### src/rtl/dly_step_pkg.sv
package dly_step_pkg;
  typedef enum logic [1:0] {
    OP_IDLE = 2'd0,
    OP_STEP = 2'd1,
    OP_LOAD = 2'd2
  } dly_op_e;
endpackage

### src/rtl/dly_cmd_decode.sv
module dly_cmd_decode
  import dly_step_pkg::*;
#(
  parameter int NUM_CH = 32,
  parameter int UID_W  = 9,
  parameter int CNT_W  = 7,
  localparam int ELEM_W = $clog2(2 * NUM_CH)
) (
  input  logic              cmd_single_i,
  input  logic              cmd_burst_i,
  input  logic              cmd_default_i,
  input  logic [UID_W-1:0]  unit_id_i,
  input  logic [CNT_W-1:0]  burst_len_i,
  output logic              req_o,
  output dly_op_e           op_o,
  output logic [CNT_W-1:0]  cnt_o,
  output logic [ELEM_W-1:0] elem_o
);
  localparam int CHF_W = UID_W - 2;

  logic [CHF_W-1:0] chan;
  logic             id_ok;

  assign chan   = unit_id_i[UID_W-1:2];
  assign id_ok  = (unit_id_i[1] == 1'b0) && (int'(chan) < NUM_CH);
  assign elem_o = {chan[ELEM_W-2:0], unit_id_i[0]};

  // priority: default, then burst, then single
  always_comb begin
    op_o  = OP_IDLE;
    cnt_o = '0;
    if (cmd_default_i) begin
      op_o  = OP_LOAD;
      cnt_o = CNT_W'(1);
    end else if (cmd_burst_i) begin
      op_o  = OP_STEP;
      cnt_o = burst_len_i;
    end else if (cmd_single_i) begin
      op_o  = OP_STEP;
      cnt_o = CNT_W'(1);
    end
  end

  assign req_o = id_ok && (op_o != OP_IDLE) && (cnt_o != '0);
endmodule

### src/rtl/dly_step_seq.sv
module dly_step_seq
  import dly_step_pkg::*;
#(
  parameter int UID_W    = 9,
  parameter int CNT_W    = 7,
  parameter int ELEM_W   = 6,
  parameter int STEP_GAP = 4,
  localparam int GAP_W   = $clog2(STEP_GAP)
) (
  input  logic              clk,
  input  logic              rst_n,
  input  logic              req_i,
  input  dly_op_e           op_i,
  input  logic [CNT_W-1:0]  cnt_i,
  input  logic [ELEM_W-1:0] elem_i,
  input  logic [UID_W-1:0]  uid_i,
  input  logic              dir_i,
  input  logic              step_ok_i,
  output logic              busy_o,
  output logic              dir_o,
  output logic [ELEM_W-1:0] elem_o,
  output logic [UID_W-1:0]  uid_o,
  output logic              step_fire_o,
  output logic              load_fire_o,
  output logic              blocked_o
);
  localparam logic [GAP_W-1:0] GAP_RELOAD = GAP_W'(STEP_GAP - 1);

  logic              busy_q, busy_d;
  logic [CNT_W-1:0]  rem_q, rem_d;
  logic [GAP_W-1:0]  gap_q, gap_d;
  dly_op_e           op_q;
  logic              dir_q;
  logic [ELEM_W-1:0] elem_q;
  logic [UID_W-1:0]  uid_q;
  logic              accept, slot;

  assign accept = !busy_q && req_i;
  assign slot   = busy_q && (gap_q == '0);

  // next state
  always_comb begin
    busy_d = busy_q;
    rem_d  = rem_q;
    gap_d  = gap_q;
    if (slot) begin
      gap_d = GAP_RELOAD;
      rem_d = rem_q - CNT_W'(1);
      if (rem_q == CNT_W'(1)) busy_d = 1'b0;
    end else if (gap_q != '0) begin
      gap_d = gap_q - GAP_W'(1);
    end
    if (accept) begin
      busy_d = 1'b1;
      rem_d  = cnt_i;
    end
  end

  // state registers
  always_ff @(posedge clk or negedge rst_n) begin
    if (!rst_n) begin
      busy_q <= 1'b0;
      rem_q  <= '0;
      gap_q  <= '0;
    end else begin
      busy_q <= busy_d;
      rem_q  <= rem_d;
      gap_q  <= gap_d;
    end
  end

  // command latch, enabled on acceptance only
  always_ff @(posedge clk or negedge rst_n) begin
    if (!rst_n) begin
      op_q   <= OP_IDLE;
      dir_q  <= 1'b0;
      elem_q <= '0;
      uid_q  <= '0;
    end else if (accept) begin
      op_q   <= op_i;
      dir_q  <= dir_i;
      elem_q <= elem_i;
      uid_q  <= uid_i;
    end
  end

  assign busy_o      = busy_q;
  assign dir_o       = dir_q;
  assign elem_o      = elem_q;
  assign uid_o       = uid_q;
  assign step_fire_o = slot && (op_q == OP_STEP) && step_ok_i;
  assign load_fire_o = slot && (op_q == OP_LOAD);
  assign blocked_o   = slot && (op_q == OP_STEP) && !step_ok_i;

  // spacing checker: cycles since the last pulse
  logic [GAP_W:0] since_q;
  always_ff @(posedge clk or negedge rst_n) begin
    if (!rst_n)                          since_q <= (GAP_W+1)'(STEP_GAP - 1);
    else if (step_fire_o || load_fire_o) since_q <= '0;
    else if (since_q != (GAP_W+1)'(STEP_GAP - 1)) since_q <= since_q + 1'b1;
  end

  p_pulse_gap_r5: assert property (@(posedge clk) disable iff (!rst_n)
    (step_fire_o || load_fire_o) |-> (since_q >= (GAP_W+1)'(STEP_GAP - 1)));

  p_busy_ignores_r10: assert property (@(posedge clk) disable iff (!rst_n)
    (busy_q && req_i) |=> ($stable(uid_q) && $stable(dir_q) && $stable(op_q) && $stable(elem_q)));
endmodule

### src/rtl/dly_tap_model.sv
module dly_tap_model #(
  parameter int NUM_ELEM    = 64,
  parameter int ELEM_W      = 6,
  parameter int TAP_MAX     = 127,
  parameter int DEFAULT_TAP = 64,
  localparam int TAP_W      = $clog2(TAP_MAX + 1)
) (
  input  logic              clk,
  input  logic              rst_n,
  input  logic [ELEM_W-1:0] elem_i,
  input  logic              dir_i,
  input  logic              step_fire_i,
  input  logic              load_fire_i,
  output logic              step_ok_o
);
  localparam logic [TAP_W-1:0] TOP_TAP = TAP_W'(TAP_MAX);
  localparam logic [TAP_W-1:0] DEF_TAP = TAP_W'(DEFAULT_TAP);

  logic [TAP_W-1:0] tap_q [NUM_ELEM];
  logic [TAP_W-1:0] tap_sel;

  for (genvar e = 0; e < NUM_ELEM; e++) begin : g_elem
    logic             hit;
    logic [TAP_W-1:0] tap_d;

    assign hit = (int'(elem_i) == e) && (step_fire_i || load_fire_i);

    always_comb begin
      if (load_fire_i)  tap_d = DEF_TAP;
      else if (dir_i)   tap_d = tap_q[e] - TAP_W'(1);
      else              tap_d = tap_q[e] + TAP_W'(1);
    end

    always_ff @(posedge clk or negedge rst_n) begin
      if (!rst_n)   tap_q[e] <= DEF_TAP;
      else if (hit) tap_q[e] <= tap_d;
    end

    p_tap_range_r8: assert property (@(posedge clk) disable iff (!rst_n)
      tap_q[e] <= TOP_TAP);
  end

  always_comb begin
    tap_sel = '0;
    for (int e = 0; e < NUM_ELEM; e++)
      if (int'(elem_i) == e) tap_sel = tap_q[e];
  end

  assign step_ok_o = dir_i ? (tap_sel != '0) : (tap_sel != TOP_TAP);
endmodule

### src/rtl/dly_step_ctrl.sv
module dly_step_ctrl
  import dly_step_pkg::*;
#(
  parameter int NUM_CH      = 32,
  parameter int UID_W       = 9,
  parameter int CNT_W       = 7,
  parameter int TAP_MAX     = 127,
  parameter int DEFAULT_TAP = 64,
  parameter int STEP_GAP    = 4
) (
  input  logic             clk,
  input  logic             rst_n,
  input  logic             cmd_single_i,
  input  logic             cmd_burst_i,
  input  logic             cmd_default_i,
  input  logic             clr_status_i,
  input  logic [UID_W-1:0] unit_id_i,
  input  logic             step_dir_i,
  input  logic [CNT_W-1:0] burst_len_i,
  output logic             step_o,
  output logic             load_o,
  output logic             dir_o,
  output logic [UID_W-1:0] target_id_o,
  output logic             busy_o,
  output logic             end_flag_o
);
  localparam int NUM_ELEM = 2 * NUM_CH;
  localparam int ELEM_W   = $clog2(NUM_ELEM);

  logic              req;
  dly_op_e           op;
  logic [CNT_W-1:0]  cnt;
  logic [ELEM_W-1:0] elem_dec, elem_run;
  logic              step_ok, step_fire, load_fire, blocked;
  logic              end_q, end_d;

  dly_cmd_decode #(
    .NUM_CH (NUM_CH),
    .UID_W  (UID_W),
    .CNT_W  (CNT_W)
  ) u_decode (
    .cmd_single_i  (cmd_single_i),
    .cmd_burst_i   (cmd_burst_i),
    .cmd_default_i (cmd_default_i),
    .unit_id_i     (unit_id_i),
    .burst_len_i   (burst_len_i),
    .req_o         (req),
    .op_o          (op),
    .cnt_o         (cnt),
    .elem_o        (elem_dec)
  );

  dly_step_seq #(
    .UID_W    (UID_W),
    .CNT_W    (CNT_W),
    .ELEM_W   (ELEM_W),
    .STEP_GAP (STEP_GAP)
  ) u_seq (
    .clk         (clk),
    .rst_n       (rst_n),
    .req_i       (req),
    .op_i        (op),
    .cnt_i       (cnt),
    .elem_i      (elem_dec),
    .uid_i       (unit_id_i),
    .dir_i       (step_dir_i),
    .step_ok_i   (step_ok),
    .busy_o      (busy_o),
    .dir_o       (dir_o),
    .elem_o      (elem_run),
    .uid_o       (target_id_o),
    .step_fire_o (step_fire),
    .load_fire_o (load_fire),
    .blocked_o   (blocked)
  );

  dly_tap_model #(
    .NUM_ELEM    (NUM_ELEM),
    .ELEM_W      (ELEM_W),
    .TAP_MAX     (TAP_MAX),
    .DEFAULT_TAP (DEFAULT_TAP)
  ) u_taps (
    .clk         (clk),
    .rst_n       (rst_n),
    .elem_i      (elem_run),
    .dir_i       (dir_o),
    .step_fire_i (step_fire),
    .load_fire_i (load_fire),
    .step_ok_o   (step_ok)
  );

  // sticky end-of-range flag; a new event wins over a clear
  always_comb begin
    end_d = end_q;
    if (clr_status_i) end_d = 1'b0;
    if (blocked)      end_d = 1'b1;
  end

  always_ff @(posedge clk or negedge rst_n) begin
    if (!rst_n) end_q <= 1'b0;
    else        end_q <= end_d;
  end

  assign step_o     = step_fire;
  assign load_o     = load_fire;
  assign end_flag_o = end_q;

  p_end_sticky_r9: assert property (@(posedge clk) disable iff (!rst_n)
    (end_q && !clr_status_i) |=> end_q);

  p_end_on_block_r8: assert property (@(posedge clk) disable iff (!rst_n)
    blocked |=> end_q);
endmodule

### config.mk
export PLATFORM = sky130hd
export DESIGN_NAME = dly_step_ctrl
export DESIGN_NICKNAME = d
export VERILOG_FILES = /design/src/rtl/dly_step_pkg.sv /design/src/rtl/dly_cmd_decode.sv /design/src/rtl/dly_step_seq.sv /design/src/rtl/dly_tap_model.sv /design/src/rtl/dly_step_ctrl.sv
export SDC_FILE = /design/constraint.sdc
export NUM_CORES = 2
export LEC_CHECK = 0
export BUFFER_PORTS_ARGS = -buffer_cell sky130_fd_sc_hd__buf_4
export CAP_MARGIN = 15
export CORE_MARGIN = 2
export CORE_UTILIZATION = 50
export DETAILED_ROUTE_END_ITERATION = 12
export PLACE_DENSITY = 0.65
export SLEW_MARGIN = 20
export SYNTH_ARGS = -nofsm -noshare
export SYNTH_HDL_FRONTEND = slang
export SYNTH_SLANG_ARGS = --single-unit
export TNS_END_PERCENT = 100
### constraint.sdc
create_clock -name clk -period 19 [get_ports clk]
set_input_delay 1.9 -clock clk [delete_from_list [all_inputs] [get_ports clk]]
set_output_delay 1.9 -clock clk [all_outputs]
set_load 0.02 [all_outputs]
Word-level counts from Yosys, hierarchy flattened
Index checks and enable logic that the tools add are counted.
- bits in registers: 477
- latch bits: 0
- RAM bits: 0
- ROM bits: 0
- word-level logic and storage cells: 566
- memories kept: 0
- add/sub/neg operators: 130
- multipliers: 0
- divide/modulo/power cells: 0
- magnitude comparators: 1
- equality and inequality tests: 67
- shift-type cells: 0
- muxes and demuxes: 208
- bitwise logic cells: 1
- reduce and logical (&&, ||, !) cells: 87
- operator list (operator ; count):
    7-bit two-way mux ; 196
    7-bit by 1-bit subtractor with 7-bit output (second input constant) ; 65
    7-bit by 1-bit adder with 7-bit output (second input constant) ; 64
    6-bit == test (second input constant) ; 32
    6-bit by 5-bit == test with 1-bit output (second input constant) ; 16
    1-bit logical AND ; 73
    6-bit by 4-bit == test with 1-bit output (second input constant) ; 8
    6-bit by 3-bit == test with 1-bit output (second input constant) ; 4
    7-bit nonzero test ; 2
    6-bit by 2-bit == test with 1-bit output (second input constant) ; 2
    2-bit nonzero test ; 6
    1-bit two-way mux ; 8
    2-bit two-way mux ; 4
    7-bit by 1-bit == test with 1-bit output (second input constant) ; 1
    7-bit by 6-bit < comparator with 1-bit output (second input constant) ; 1
    7-bit != test (second input constant) ; 1
    6-bit by 1-bit == test with 1-bit output (second input constant) ; 1
    6-bit logical NOT ; 1
    2-bit by 1-bit == test with 1-bit output (second input constant) ; 1
    2-bit == test (second input constant) ; 1
    1-bit logical NOT ; 2
    2-bit logical NOT ; 1
    2-bit AND reduction ; 1
    2-bit by 1-bit subtractor with 2-bit output (second input constant) ; 1
    other kinds (2) ; 2

Depth between registers and ports, before layout
- depth in word-level cells: 70
- gate-level depth with buffers: 21

Hierarchy
From an unflattened synthesis, not the netlist that was laid out.
- cell total of the unflattened synthesis: 4029
- area, all modules: 37424.6 um^2
- modules (own cells, without submodules) (module ; times used ; cells an instance ; area each (um^2) ; sequential area each (um^2)):
    dly_tap_model ; 1 ; 3865 ; 35987.0 ; 11290.8
    dly_step_seq ; 1 ; 138 ; 1251.2 ; 700.7
    dly_cmd_decode ; 1 ; 23 ; 150.1 ; 0.0
    dly_step_ctrl ; 1 ; 3 ; 36.3 ; 25.0

Least setup slack after synthesis
Ideal clock, no wire load.
- path kind: reg-to-reg
- from: register u_seq.dir_q, in the netlist u_seq.dir_o
- to: register u_taps.tap_q[349] in the netlist's numbering
- library setup time: 0.082 ns
- arrival time: 11.518 ns
- setup slack: 7.400 ns
- cell stages (with the launch flop): 15
- buffers on the path: 3
- clock period less this slack: 11.600 ns
- path through: dfrtp_1 > clkbuf_1 > inv_1 > clkbuf_1 > clkbuf_1 > fa_1 > nor2b_1 > o21ai_0 > nand2b_1 > a21o_1 > a21oi_1 > xnor2_1 > nor4_1 > o21ai_0 > a22oi_1
- word-level cells in the longest chain between the ends: 4
- RTL lines (item ; line ; RTL):
    start: declaration ; dly_step_seq.sv:33 ; logic dir_q;
    start signal: assignment ; dly_step_seq.sv:81 ; dir_q <= dir_i;
    1-bit two-way mux ; dly_tap_model.sv:49 ; assign step_ok_o = dir_i ? (tap_sel != '0) : (tap_sel != TOP_TAP);
    1-bit logical AND ; dly_step_seq.sv:91 ; assign step_fire_o = slot && (op_q == OP_STEP) && step_ok_i;
    1-bit logical OR ; dly_tap_model.sv:26 ; assign hit = (int'(elem_i) == e) && (step_fire_i || load_fire_i);
    1-bit logical AND ; dly_tap_model.sv:26 ;
    end signal: indexed assignment ; dly_tap_model.sv:36 ; else if (hit) tap_q[e] <= tap_d;
    end: declaration ; dly_tap_model.sv:19 ; logic [TAP_W-1:0] tap_q [NUM_ELEM];
Several ways; a longest one is shown, not always the timed one.
A chain may end at the register's enable or synchronous reset.

==> flow_metrics.env <==
export IMPL_status="complete, no violations"
export IMPL_dieArea_um2=78000
export IMPL_synth_edf_count=0
export IMPL_hold_buffers=0
export IMPL_final_max_slew_violation_count=0
export IMPL_min_from="u_taps.tap_q[377]"
export IMPL_synth_seq_area_share_pct=31.3
export IMPL_r2r_setup_slack_ps=11540
export IMPL_synth_net_count=4351
export IMPL_cts_setup_buffers=0
export IMPL_min_path_type="register to register"
export IMPL_cts_made_buffers=56
export IMPL_clockBufferDepth=3
export IMPL_vias_per_cell=6.60
export IMPL_p_per_area_nw_per_um2=118
export IMPL_yosysTopAreaCell="dfrtp_1"
export IMPL_peakVddDrop_mv=0.130
export IMPL_yosys_top_cells_area="dfrtp_1 (27%), ha_1 (11%), a21o_1 (5.9%), dfstp_2 (4.4%), o2bb2ai_1 (4.1%)"
export IMPL_ys_seq_elements=471
export IMPL_grt_busiest_layer="met2"
export IMPL_clk_pin_slew_ps=60
export IMPL_ys_dominant_reg_cell="dfrtp_1"
export IMPL_final_hold_violation_count=0
export IMPL_total_power_mw=4.82
export IMPL_cts_num_sinks=471
export IMPL_critical_path_class="register to output pin"
export IMPL_syn_avg_cell_area_um2=9.62
export IMPL_rr_worst_depth=14
export IMPL_synthCells=3941
export IMPL_tightest_slew_ps=1060
export IMPL_die_h_um=279
export IMPL_synth_warning_count=0
export IMPL_cts_max_level=2
export IMPL_ctsRootBufferMaster="clkbuf_16"
export IMPL_p_leak_nw=19.6
export IMPL_grt_use_met1_pct=44.8
export IMPL_async_reset_ff_share_pct=100
export IMPL_die_w_um=279
export IMPL_yosysMostFrequentCell="dfrtp_1"
export IMPL_overflow=0
export IMPL_grt_usage_pct=30.8
export IMPL_syn_to_final_growth_pct=7.68
export IMPL_rows=100
export IMPL_slew_headroom_pct=29.1
export IMPL_synth_cell_type_count=91
export IMPL_finalCriticalPeriod_ps=8770
export IMPL_ant_nets=0
export IMPL_cts_tree="done"
export IMPL_start_util_pct=50.7
export IMPL_finalClockSkew_ps=20.6
export IMPL_grt_met2_usage_pct=46.0
export IMPL_whs_path_depth=2
export IMPL_cp_start_kind="register"
export IMPL_antenna_found_initial=1
export IMPL_grt_max_degree=153
export IMPL_gp_congestion=0.929
export IMPL_crit_fanout=152
export IMPL_grt_pass1_vias=31200
export IMPL_yosys_area_top_type_share_pct=26.9
export IMPL_syn_cell_area_um2=37900
export IMPL_fin_crit_sh_pct=46.2
export IMPL_post_route_drc_count=0
export IMPL_fin_tns_setup_ps=0
export IMPL_drive_gt1_share_pct=9.83
export IMPL_post_drt_wl_per_cell_um=24.7
export IMPL_max_freq_mhz=114
export IMPL_first_pass_iters=6
export IMPL_drt_iter0_markers=3754
export IMPL_wl_mm=120
export IMPL_core_region_area_um2=74700
export IMPL_num_vias=32200
export IMPL_grt_pass1_wl_mm=189
export IMPL_seqCellArea_um2=11900
export IMPL_use_met3_pct=5.47
export IMPL_place_port_buffers=36
export IMPL_drv_cap=0
export IMPL_multi_input_area_um2=24300
export IMPL_cts_resized_gates=0
export IMPL_setup_viol=0
export IMPL_worst_r2r_endpoint="u_taps.tap_q[238]"
export IMPL_rsz0062_at_grt="false"
export IMPL_worst_hold_path_endpoint="u_taps.tap_q[377]"
export IMPL_required_ps=17100
export IMPL_dpl_hpwl_mm=83.5
export IMPL_clk_latency_ps=650
export IMPL_reg2reg_from="u_seq.uid_o[2]"
export IMPL_final_fill_count=6670
export IMPL_fin_nets=4281
export IMPL_cp_end_kind="output pin"
export IMPL_netlist_top_cells_count="dfrtp_1 (407), ha_1 (323), a21o_1 (300)"
export IMPL_arrival_ps=6870
export IMPL_ios=37
-- cell usage in the layout, fill, tap and decap left out, types with 45 or more instances in the layout --
master,netlist,layout
xor2_1,172,172
nor3_1,62,62
a32o_1,45,45
dfrtp_1,407,400
a21oi_1,213,213
nand2b_1,84,82
a22oi_1,63,63
nor2b_1,77,76
and3_1,72,72
xnor2_1,152,152
dfstp_2,64,64
ha_1,323,323
mux2i_1,63,63
fa_1,64,64
inv_1,218,214
nor4_1,65,65
a21o_1,300,300
o2bb2ai_1,177,177
a22o_1,115,115
o21ai_0,183,183
buf_4,8,84
nor2_1,133,132
nand2_1,153,153
clkbuf_16,0,56
-- registers in the layout, indices dropped and copies added, names as in the netlist --
name and cells:
u_seq.dir_o 1, u_seq.op_q 2, u_seq.uid_o 9, u_taps.tap_q 448
u_seq.rem_q 7, end_flag_o 1, u_seq.busy_o 1, u_seq.gap_q 2
-- cell type report --
class	count	share of cell area [%]
clock buffer	81	4.01
sequential	471	29.1
tap	969	2.97
inverter	218	2.04
clock inverter	22	0.665
multi-input combinational	3037	59.5
timing repair buffer	87	1.68
antenna	1	0.00613
-- cell families (layout without fill, tap and decap cells) --
kind of cell,count (synthesis),in the layout,share of synthesized area (%)
compound gates,1420,1420,27.4
xor+xnor,324,324,7.49
fa+ha+maj,387,387,14.0
buf+inv,433,408,4.77
flops,471,471,31.3
mux,110,110,3.42
other cells,0,1,0
simple gates,796,796,11.5
-- critical path: stages (launching register included) --
cell       delay [ps]
dfrtp_4           940
buf_4             710
nand2_1           670
o32ai_1           460
o211ai_1          140
a2111oi_1         970
o21ai_0           480
or3b_1            310
a21oi_1            70
nor4bb_4          190
nor3_4            150
buf_12            570
buf_4             270
-- where the power goes --
group,switching (mW),internal [mW]
registers,0.156,1.09
logic,1.56,0.865
clock network,0.477,0.665
-- metrics by stage --
| stage | std cells | hold slack [ps] | instance area, um^2 | worst slack, ps | util, % |
|---|---|---|---|---|---|
| 3_3_place_gp | 4782 | 465 | 38900 | 10850 | 52.1 |
| 5_1_grt | 4885 | 496 | 40800 | 9990 | 54.6 |
| 6_report | 4886 | 481 | 40800 | 10230 | 54.6 |
| 2_1_floorplan | 3941 | 450 | 37900 | 7400 | - |
| 4_1_cts | 4885 | 477 | 40800 | 10430 | 54.6 |
| 3_5_place_dp | 4782 | 465 | 38900 | 11140 | 52.1 |
-- per-layer routing --
| layer | up-vias | routed length (um) |
|---|---|---|
| li1 | 14700 | - |
| met1 | 15800 | 53400 |
| met2 | 1477 | 51800 |
| met3 | 285 | 10700 |
| met4 | 2 | 4630 |
| met5 | - | 13 |
-- how the worst max path moves through the flow --
stage / startpoint / slack, ps / end
2_1_floorplan: u_seq.dir_o / 7400 / u_taps.tap_q[349]
3_3_place_gp: u_seq.uid_o[2] / 10850 / step_o
3_5_place_dp: u_seq.uid_o[2] / 11140 / step_o
4_1_cts: u_seq.uid_o[2] / 10430 / step_o
5_1_grt: u_seq.uid_o[2] / 9990 / step_o
6_report: u_seq.uid_o[2] / 10230 / step_o
No activity file was read; power rests on OpenSTA's default activity.
